### config.mk
export PLATFORM = sky130hd
export DESIGN_NAME = owm_bit_engine
export DESIGN_NICKNAME = d
export VERILOG_FILES = /design/src/rtl/owm_pkg.sv /design/src/rtl/owm_sync.sv /design/src/rtl/owm_us_timer.sv /design/src/rtl/owm_bit_engine.sv
export SDC_FILE = /design/constraint.sdc
export NUM_CORES = 1
export LEC_CHECK = 0
export ABC_CLOCK_PERIOD_IN_PS = 6400
export BUFFER_PORTS_ARGS = -buffer_cell sky130_fd_sc_hd__buf_2
export CORE_ASPECT_RATIO = 1.5
export CORE_MARGIN = 5
export CORE_UTILIZATION = 61
export CTS_BUF_LIST = sky130_fd_sc_hd__clkbuf_8
export CTS_CLUSTER_SIZE = 40
export DETAILED_ROUTE_END_ITERATION = 8
export PLACE_DENSITY = 0.82
export SETUP_SLACK_MARGIN = 0.05
export SYNTH_ARGS = -nofsm -noshare
export SYNTH_HDL_FRONTEND = slang
export SYNTH_SLANG_ARGS = --single-unit
### constraint.sdc
create_clock -name clk -period 6.4 [get_ports clk]
set_clock_uncertainty 0.1 [all_clocks]
set_input_delay 0.64 -clock clk [delete_from_list [all_inputs] [get_ports clk]]
set_output_delay 0.64 -clock clk [all_outputs]
set_load 0.1 [all_outputs]
### src/rtl/owm_pkg.sv
package owm_pkg;
   timeunit 1ns;
   timeprecision 1ps;

   typedef enum logic [1:0] {
      OP_RESET = 2'b00,
      OP_WRITE = 2'b01,
      OP_READ  = 2'b10,
      OP_NONE  = 2'b11
   } owm_op_e;

   typedef enum logic [2:0] {
      ST_IDLE,
      ST_RST_LOW,
      ST_RST_WAIT,
      ST_RST_TAIL,
      ST_SLOT_LOW,
      ST_SLOT_REL,
      ST_SLOT_REC
   } owm_state_e;

   // phase lengths in microseconds
   localparam int unsigned US_RST_LOW   = 480;
   localparam int unsigned US_RST_SAMP  = 70;
   localparam int unsigned US_RST_TAIL  = 410;
   localparam int unsigned US_SHORT_LOW = 6;
   localparam int unsigned US_LONG_LOW  = 60;
   localparam int unsigned US_ONE_REL   = 64;
   localparam int unsigned US_ZERO_REL  = 10;
   localparam int unsigned US_RD_SAMP   = 9;
   localparam int unsigned US_RD_REC    = 55;
   localparam int unsigned US_MAX       = US_RST_LOW;
   localparam int unsigned US_W         = $clog2(US_MAX + 1);
endpackage

### src/rtl/owm_sync.sv
module owm_sync #(
   parameter int unsigned STAGES = 2
) (
   input  logic clk,
   input  logic rst_n,
   input  logic d,
   output logic q
);
   timeunit 1ns;
   timeprecision 1ps;

   generate
      if (STAGES == 0) begin : g_bypass
         assign q = d;
      end else if (STAGES == 1) begin : g_one
         logic ff;
         always_ff @(posedge clk) begin
            if (!rst_n) ff <= 1'b1;
            else        ff <= d;
         end
         assign q = ff;
      end else begin : g_chain
         logic [STAGES-1:0] ff;
         always_ff @(posedge clk) begin
            if (!rst_n) ff <= '1;
            else        ff <= {ff[STAGES-2:0], d};
         end
         assign q = ff[STAGES-1];
      end
   endgenerate
endmodule

### src/rtl/owm_us_timer.sv
module owm_us_timer #(
   parameter int unsigned CYC_PER_US = 50,
   parameter int unsigned US_W       = 9,
   parameter int unsigned MAX_US     = 480
) (
   input  logic            clk,
   input  logic            rst_n,
   input  logic            load,
   input  logic [US_W-1:0] load_us,
   output logic            expire
);
   timeunit 1ns;
   timeprecision 1ps;

   localparam int unsigned TW = $clog2(MAX_US * CYC_PER_US + 1);

   logic [TW-1:0] cnt;

   // a phase loaded with N microseconds lasts exactly N*CYC_PER_US cycles
   always_ff @(posedge clk) begin
      if (!rst_n)          cnt <= '0;
      else if (load)       cnt <= TW'(32'(load_us) * CYC_PER_US - 32'd1);
      else if (cnt != '0)  cnt <= cnt - 1'b1;
   end

   assign expire = (cnt == '0);
endmodule

### src/rtl/owm_bit_engine.sv
module owm_bit_engine
   import owm_pkg::*;
#(
   parameter int unsigned CLK_HZ      = 50_000_000,
   parameter int unsigned DATA_W      = 16,
   parameter int unsigned SYNC_STAGES = 2,
   localparam int unsigned CNT_W      = $clog2(DATA_W + 1)
) (
   input  logic              clk,
   input  logic              rst_n,
   input  logic              start,
   input  logic [1:0]        op,
   input  logic [DATA_W-1:0] wr_data,
   input  logic [CNT_W-1:0]  bit_cnt,
   output logic              busy,
   output logic              done,
   output logic [DATA_W-1:0] rd_data,
   output logic              presence,
   output logic              line_oe,
   input  logic              line_in
);
   timeunit 1ns;
   timeprecision 1ps;

   localparam int unsigned CYC_PER_US = CLK_HZ / 1_000_000;

   if (CLK_HZ < 1_000_000 || (CLK_HZ % 1_000_000) != 0) begin : g_bad_clk
      $error("CLK_HZ must be a whole number of MHz");
   end
   if (DATA_W < 1) begin : g_bad_width
      $error("DATA_W must be at least 1");
   end

   owm_state_e        state, state_d;
   logic [DATA_W-1:0] sh, sh_next;
   logic [CNT_W-1:0]  idx, last, n_eff;
   logic              is_read;
   logic              line_s;
   logic              tmr_load, tmr_exp;
   logic [US_W-1:0]   tmr_us;
   logic              finish, samp_rst, samp_rd, advance, end_slot, accept;
   logic              done_q, presence_q;
   logic [DATA_W-1:0] rd_q;

   owm_sync #(.STAGES(SYNC_STAGES)) u_sync (
      .clk(clk), .rst_n(rst_n), .d(line_in), .q(line_s)
   );

   owm_us_timer #(.CYC_PER_US(CYC_PER_US), .US_W(US_W), .MAX_US(US_MAX)) u_timer (
      .clk(clk), .rst_n(rst_n), .load(tmr_load), .load_us(tmr_us), .expire(tmr_exp)
   );

   assign n_eff   = (bit_cnt > CNT_W'(DATA_W)) ? CNT_W'(DATA_W) : bit_cnt;
   assign sh_next = sh >> 1;
   assign accept  = (state == ST_IDLE) && start
                    && ((owm_op_e'(op) == OP_WRITE) || (owm_op_e'(op) == OP_READ));

   always_comb begin
      state_d  = state;
      tmr_load = 1'b0;
      tmr_us   = '0;
      finish   = 1'b0;
      samp_rst = 1'b0;
      samp_rd  = 1'b0;
      advance  = 1'b0;
      end_slot = 1'b0;
      case (state)
         ST_IDLE: begin
            if (start) begin
               case (owm_op_e'(op))
                  OP_RESET: begin
                     state_d  = ST_RST_LOW;
                     tmr_load = 1'b1;
                     tmr_us   = US_W'(US_RST_LOW);
                  end
                  OP_WRITE, OP_READ: begin
                     if (n_eff == '0) begin
                        finish = 1'b1;
                     end else begin
                        state_d  = ST_SLOT_LOW;
                        tmr_load = 1'b1;
                        tmr_us   = (owm_op_e'(op) == OP_READ || wr_data[0])
                                   ? US_W'(US_SHORT_LOW) : US_W'(US_LONG_LOW);
                     end
                  end
                  default: ;
               endcase
            end
         end
         ST_RST_LOW: if (tmr_exp) begin
            state_d  = ST_RST_WAIT;
            tmr_load = 1'b1;
            tmr_us   = US_W'(US_RST_SAMP);
         end
         ST_RST_WAIT: if (tmr_exp) begin
            samp_rst = 1'b1;
            state_d  = ST_RST_TAIL;
            tmr_load = 1'b1;
            tmr_us   = US_W'(US_RST_TAIL);
         end
         ST_RST_TAIL: if (tmr_exp) begin
            state_d = ST_IDLE;
            finish  = 1'b1;
         end
         ST_SLOT_LOW: if (tmr_exp) begin
            state_d  = ST_SLOT_REL;
            tmr_load = 1'b1;
            tmr_us   = is_read ? US_W'(US_RD_SAMP)
                     : (sh[0] ? US_W'(US_ONE_REL) : US_W'(US_ZERO_REL));
         end
         ST_SLOT_REL: if (tmr_exp) begin
            if (is_read) begin
               samp_rd  = 1'b1;
               state_d  = ST_SLOT_REC;
               tmr_load = 1'b1;
               tmr_us   = US_W'(US_RD_REC);
            end else begin
               end_slot = 1'b1;
            end
         end
         ST_SLOT_REC: if (tmr_exp) end_slot = 1'b1;
         default: state_d = ST_IDLE;
      endcase

      if (end_slot) begin
         if (idx == last) begin
            state_d = ST_IDLE;
            finish  = 1'b1;
         end else begin
            state_d  = ST_SLOT_LOW;
            advance  = 1'b1;
            tmr_load = 1'b1;
            tmr_us   = (is_read || sh_next[0]) ? US_W'(US_SHORT_LOW) : US_W'(US_LONG_LOW);
         end
      end
   end

   always_ff @(posedge clk) begin
      if (!rst_n) begin
         state      <= ST_IDLE;
         sh         <= '0;
         idx        <= '0;
         last       <= '0;
         is_read    <= 1'b0;
         done_q     <= 1'b0;
         presence_q <= 1'b0;
         rd_q       <= '0;
      end else begin
         state  <= state_d;
         done_q <= finish;
         if (accept || (state == ST_IDLE && start && owm_op_e'(op) == OP_READ)) begin
            sh      <= wr_data;
            idx     <= '0;
            last    <= n_eff - 1'b1;
            is_read <= (owm_op_e'(op) == OP_READ);
            if (owm_op_e'(op) == OP_READ) rd_q <= '0;
         end
         if (advance) begin
            sh  <= sh_next;
            idx <= idx + 1'b1;
         end
         if (samp_rst) presence_q <= ~line_s;
         if (samp_rd)  rd_q <= rd_q | (DATA_W'(line_s) << idx);
      end
   end

   assign busy     = (state != ST_IDLE);
   assign done     = done_q;
   assign rd_data  = rd_q;
   assign presence = presence_q;
   assign line_oe  = (state == ST_RST_LOW) || (state == ST_SLOT_LOW);
endmodule

==> impl_results.md, run 1 <==
* Final Hold Vio Count at 0
* Most frequent cells in the layout: dfxtp_1 (65), nor2_1 (59), nand2_1 (46), buf_2 (46), a21oi_1 (38)
* Port bufs at 46
* Max_cap viols at 0
* CTS buffer count at 9
* CTS resizes at 0
* PD cells at 343 nW/um^2
* Share of layout cells above drive strength 1 at 0.159
* Vias per inst at 6.19
* First-pass detailed-route iteration total at 4
* CTS max path bufs at 2
* Yosys warns at 0
* Status: completed
* Clock slew at reported path FFs at 0.07 ns
* Max rail drop VDD at 182 uV
* Post-synthesis register bit count at 65
* Synthesized net count at 598
* Die Span X at 79.3 um
* Tot Pwr at 1670 uW
* Post-route cell area at 4860 um^2
* Placed inst area at 4650 um^2
* Number of remaining DRC errors at 0
* Number of DRC markers in iteration 0 at 277
* # rows at 38
* Lkg Pwr at 0.00223 uW
* Slew headroom at 0.487
* Hold_buf cts at 0
* Post-synthesis sequential area ratio at 0.296
* WP data arrival at 5.89 ns
* Syn_area_per_cell at 8.28 um^2
* Main synth FF type: dfxtp_1
* Critical path capture point type: register
* Reg2Reg Setup Slack at 0.68 ns
* Type of origin of the critical path: register
* RD Place Congestion at 0.981
* Final setup TNS at 0 ns
* Skew-Pair Late Insertion Delay at 0.36 ns
* Setup Buffers After CTS at 0
* Synthesis-to-layout area growth at 10.8%
* WHS at 0.318 ns
* Min cycle time layout at 5.72 ns
* Worst setup margin at 0.683 ns
* IO Count at 47
* DRT antenna net count at 0
* Clk root buf: clkbuf_8
* Post-Route WL at 10,700 um
* # setup viols final at 0
* Setup WS pre-CTS at 0.530 ns
* EDFF count, synth at 0
* Post-Syn Instances at 530
* Slew Viols, Final at 0
* # diodes at 0
* CTS tree: built
* DP Wirelength at 8090 um
* Gr usage total at 0.247
* Commonest non-fill, non-tap cell in the layout: dfxtp_1
* RSZ-0062 raised after global routing: false
* Chip height at 114 um
* Routed length on met2 at 5820 um
* Uppermost layer routed: met4
* CP max FO at 15
* Hold crit path type: reg2reg
* Grt total ovfl at 0
* Vias at 4,036
* Async S/R FF share, synth at 0
* Die area at 9030 um^2
* First-pass GRT wire length at 17,900 um
* Worst path required time at 6.57 ns
* Mapped cell area at 4390 um^2
* Number of global-route vias before repair at 3,992
* Drt wl/cell at 16.4 um
* Initial Util at 0.615
* Max Freq at 0.175 GHz
* Setup CP Type: reg2reg
* WL met3 at 389 um
* Nets at 636
* Least-Margin Pin Slew at 0.767 ns
* Largest net degree at the start of global routing at 36
* Core footprint at 7130 um^2
* Initial antenna violation count at 0
* Clock Sinks at 65
* CTS H-tree lvls at 3
* Fin crit share at 0.893
* Synth unique cells at 65
* Met1 WL at 4100 um
## stage by stage
step,cells,utilization
2_1_floorplan,530,-
3_3_place_gp,637,0.652
3_5_place_dp,637,0.652
4_1_cts,652,0.682
5_1_grt,652,0.682
6_report,652,0.682
## kinds of logic after synthesis
logic type	after synthesis	share of synthesized area
simple gates	199	0.240
flops	65	0.296
mux	7	0.0160
buf+inv	48	0.0479
fa+ha+maj	41	0.125
xor+xnor	32	0.0639
compound gates	138	0.211
## flip-flops by register name, summed over array words and instances (netlist names), 2 cells and up
| name | cells |
|---|---|
| idx | 5 |
| last | 5 |
| rd_data | 16 |
| sh | 16 |
| state | 3 |
| u_sync.g_chain.ff | 2 |
| u_timer.cnt | 15 |
## area by class of cell
class	instances	area, um^2
sequential	65	1300
clock buffer	10	138
multi-input combinational	417	2880
timing repair buffer	53	283
fill	601	2270
inverter	22	85.1
clock inverter	5	78.8
tap	80	100
## worst max-delay path, cell delays in order, from the launching register on
cell and delay (ns):
dfxtp_1 0.32, inv_1 0.09, ha_1 0.19, nor4b_1 0.41
nand4_2 0.16, a211o_1 0.26, buf_4 0.19, or3_1 0.34
o31a_1 0.15, o31ai_1 0.15, ha_1 0.32, ha_1 0.27
inv_1 0.05, fa_1 0.50, inv_1 0.04, ha_1 0.37
xor2_1 0.26, nand3_1 0.13, o21bai_1 0.22, nor4_1 0.54
nand4b_1 0.19, xnor2_1 0.16, a211oi_1 0.21
## power by group
part / total, uW / leakage [uW] / internal [uW] / switching (uW)
Sequential: 536 / 0.000530 / 467 / 69.6
Clock: 388 / 0.000113 / 228 / 160
Combinational: 743 / 0.00158 / 287 / 456
## path summary, 6_finish.rpt
path	startpoint	to	cells after the start
worst max register to register	u_timer.cnt[0]$_SDFFE_PN0P_	u_timer.cnt[14]$_SDFFE_PN0P_	22
worst max-delay path	u_timer.cnt[0]$_SDFFE_PN0P_	u_timer.cnt[14]$_SDFFE_PN0P_	22
worst min-delay path	u_sync.g_chain.ff[0]$_SDFF_PN1_	u_sync.g_chain.ff[1]$_SDFF_PN1_	1
worst min register to register	u_sync.g_chain.ff[0]$_SDFF_PN1_	u_sync.g_chain.ff[1]$_SDFF_PN1_	1
## Yosys cell counts (2+ instances only)
library cell	count	area, um^2
or3_1	5	31.3
ha_1	36	450
a21oi_1	38	190
nand3b_1	3	22.5
nand2b_1	10	62.6
o22ai_1	2	12.5
clkbuf_1	19	71.3
a21o_1	2	15.0
nand2_4	2	22.5
o211ai_1	3	22.5
xor2_1	19	166
o31a_1	3	26.3
or4_1	5	37.5
o21a_1	3	22.5
o21ai_0	17	85.1
dfxtp_1	65	1300
nor4_2	2	25.0
nand3_1	11	55.1
or2_2	4	25.0
and2_1	9	56.3
buf_6	3	33.8
a211oi_2	5	62.6
nor4_1	4	25.0
mux2i_1	7	70.1
inv_1	20	75.1
nand2_1	46	173
o31ai_1	6	45.0
a22oi_1	21	158
nor3_1	14	70.1
nor2_1	59	221
nor2b_1	6	37.5
o21ai_1	8	40.0
nor3b_1	3	22.5
fa_1	5	100
o21bai_1	2	15.0
buf_2	4	20.0
a211oi_1	13	97.6
xnor2_1	13	114
and3_1	3	18.8
a2bb2oi_1	5	43.8
## routing by layer
layer,global-route usage,vias up
met1,0.263,1935
met3,0.0332,33
li1,-,1975
met4,0.151,0
met5,0,-
met2,0.453,93
Power figures use the tool's default switching activity.
==> inputs of run 2 (changes only) <==
Settings changed: GPL_TIMING_DRIVEN set to 0.
==> impl_results.md, run 2 (synthesized netlist as in run 1, its figures left out) <==
* RSZ-0062 raised after global routing: false
* Worst setup margin at 0.558 ns (-0.125 ns)
* DP Wirelength at 8500 um (+5.1%)
* Max_cap viols at 0 (unchanged)
* Slew Viols, Final at 0 (unchanged)
* Setup CP Type: reg2reg
* Clock slew at reported path FFs at 0.08 ns (about the same)
* Max Freq at 0.171 GHz (-2.1%)
* Hold crit path type: reg2reg
* Hold_buf cts at 0 (unchanged)
* CTS max path bufs at 2 (unchanged)
* Final setup TNS at 0 ns (unchanged)
* Largest net degree at the start of global routing at 12 (-67%)
* Lkg Pwr at 0.00225 uW (+0.87%)
* Crit-path slowest cell: nor4_1
* IO Count at 47 (unchanged)
* Chip height at 114 um (unchanged)
* Commonest non-fill, non-tap cell in the layout: dfxtp_1
* Vias per inst at 6.06 (-2.1%)
* Clock Sinks at 65 (unchanged)
* Kind of cell adding the most delay to the critical path: simple AND/OR/NAND/NOR gates
* First-pass GRT wire length at 18,000 um (+0.23%)
* Number of global-route vias before repair at 4,118 (+3.2%)
* Placed inst area at 4720 um^2 (+1.6%)
* CP endpoint: u_timer.cnt[14]$_SDFFE_PN0P_
* R2R depth at 20 (-9.1%)
* RD Place Congestion at 0.903 (-8.0%)
* FF-to-FF Start: u_timer.cnt[0]$_SDFFE_PN0P_
* CP Depth at 20 (-9.1%)
* Setup WS pre-CTS at 0.398 ns (-0.133 ns)
* Worst Setup SP: u_timer.cnt[0]$_SDFFE_PN0P_
* Number of DRC markers in iteration 0 at 293 (+5.8%)
* Die area at 9030 um^2 (unchanged)
* Reg2Reg Setup Slack at 0.56 ns (-0.13 ns)
* Reg-to-Reg End: u_timer.cnt[14]$_SDFFE_PN0P_
* WHS at 0.323 ns (+0.00597 ns)
* PD cells at 329 nW/um^2 (-4.1%)
* WP data arrival at 6.01 ns (+0.12 ns)
* Drt wl/cell at 15.9 um (-3.3%)
* Share of layout cells above drive strength 1 at 0.160 (+0.000573)
* Synthesis-to-layout area growth at 12.2%
* # diodes at 0 (unchanged)
* Nets at 658 (+3.5%)
* Fin crit share at 0.913 (+0.0196)
* Setup Buffers After CTS at 0 (unchanged)
* Final Hold Vio Count at 0 (unchanged)
* Tot Pwr at 1620 uW (-2.9%)
* CTS H-tree lvls at 3 (unchanged)
* Post-route cell area at 4920 um^2 (+1.2%)
* CTS buffer count at 9 (unchanged)
* Most frequent cells in the layout: dfxtp_1 (65), nor2_1 (59), buf_2 (50)
* Max incr delay on CP at 0.50 ns (-0.04 ns)
* Core footprint at 7130 um^2 (unchanged)
* Cell chain of the critical path: inv_1 > ha_1 > nor4b_1 > nand4_2 > a211o_1 > or3_1 > o31a_1 > o21ai_1 > ha_1 > ha_1 > fa_1 > ha_1 > clkbuf_1 > and3_1 > a22oi_1 > a221oi_1 > nor4_1 > nand4b_1 > xnor2_1 > a211oi_1
* Post-Route WL at 10,700 um (+0.15%)
* Initial antenna violation count at 0 (unchanged)
* CP most frequent cell: ha_1
* Die Span X at 79.3 um (unchanged)
* Least-Margin Pin Slew at 0.670 ns (-0.0967 ns)
* # setup viols final at 0 (unchanged)
* Status: completed
* Slew headroom at 0.549 (+0.0626)
* Gr usage total at 0.250 (+0.00246)
* # rows at 38 (unchanged)
* CP max FO at 8 (-7)
* First-pass detailed-route iteration total at 5 (+1)
* WP buf/inv at 2 (-2)
* Grt total ovfl at 0 (unchanged)
* CTS tree: built
* Max rail drop VDD at 192 uV (+5.5%)
* Type of origin of the critical path: register
* Worst path required time at 6.57 ns (about the same)
* CTS resizes at 0 (unchanged)
* Vias at 4,092 (+1.4%)
* Min cycle time layout at 5.84 ns (+0.125 ns)
* Critical path capture point type: register
* Port bufs at 46 (unchanged)
* Skew-Pair Late Insertion Delay at 0.36 ns (about the same)
* DRT antenna net count at 0 (unchanged)
* Number of remaining DRC errors at 0 (unchanged)
* Clk root buf: clkbuf_8
* Initial Util at 0.615 (unchanged)
-- run 2: stage by stage --
step,cells,util
floorplan,530,-
global placement,656,0.662
detailed placement,656,0.662
CTS,672,0.687
global route,675,0.690
finish,675,0.690
-- run 2: final cells by class --
type | instances | area [um^2]
multi-input combinational | 417 | 2880
clock buffer | 11 | 151
sequential | 65 | 1300
fill | 591 | 2210
timing repair buffer | 49 | 253
clock inverter | 5 | 30.0
buffer | 26 | 125
tap | 80 | 100
inverter | 22 | 85.1
-- run 2: per-layer routing --
metal | share of wire | vias to the layer above | GRT usage
met1 | 0.38 | 1909 | 0.252
met2 | 0.53 | 124 | 0.465
met4 | 0.051 | 0 | 0.150
li1 | - | 2008 | -
met3 | 0.040 | 51 | 0.0466
met5 | 0 | - | 0
-- run 2: worst min path at each step --
stage | startpoint | to | cells after the start | slack [ns]
finish | u_sync.g_chain.ff[0]$_SDFF_PN1_ | u_sync.g_chain.ff[1]$_SDFF_PN1_ | 1 | 0.32
global placement | u_sync.g_chain.ff[0]$_SDFF_PN1_ | u_sync.g_chain.ff[1]$_SDFF_PN1_ | 1 | 0.30
global route | u_sync.g_chain.ff[0]$_SDFF_PN1_ | u_sync.g_chain.ff[1]$_SDFF_PN1_ | 1 | 0.33
detailed placement | u_sync.g_chain.ff[0]$_SDFF_PN1_ | u_sync.g_chain.ff[1]$_SDFF_PN1_ | 1 | 0.30
floorplan | u_sync.g_chain.ff[0]$_SDFF_PN1_ | u_sync.g_chain.ff[1]$_SDFF_PN1_ | 1 | 0.29
CTS | u_sync.g_chain.ff[0]$_SDFF_PN1_ | u_sync.g_chain.ff[1]$_SDFF_PN1_ | 1 | 0.32
-- run 2: where the power goes --
part	leakage (uW)	internal [uW]	switching (uW)
clock	0.0000911	159	161
combinational	0.00163	303	465
sequential	0.000530	467	62.4
total	0.00225	929	689
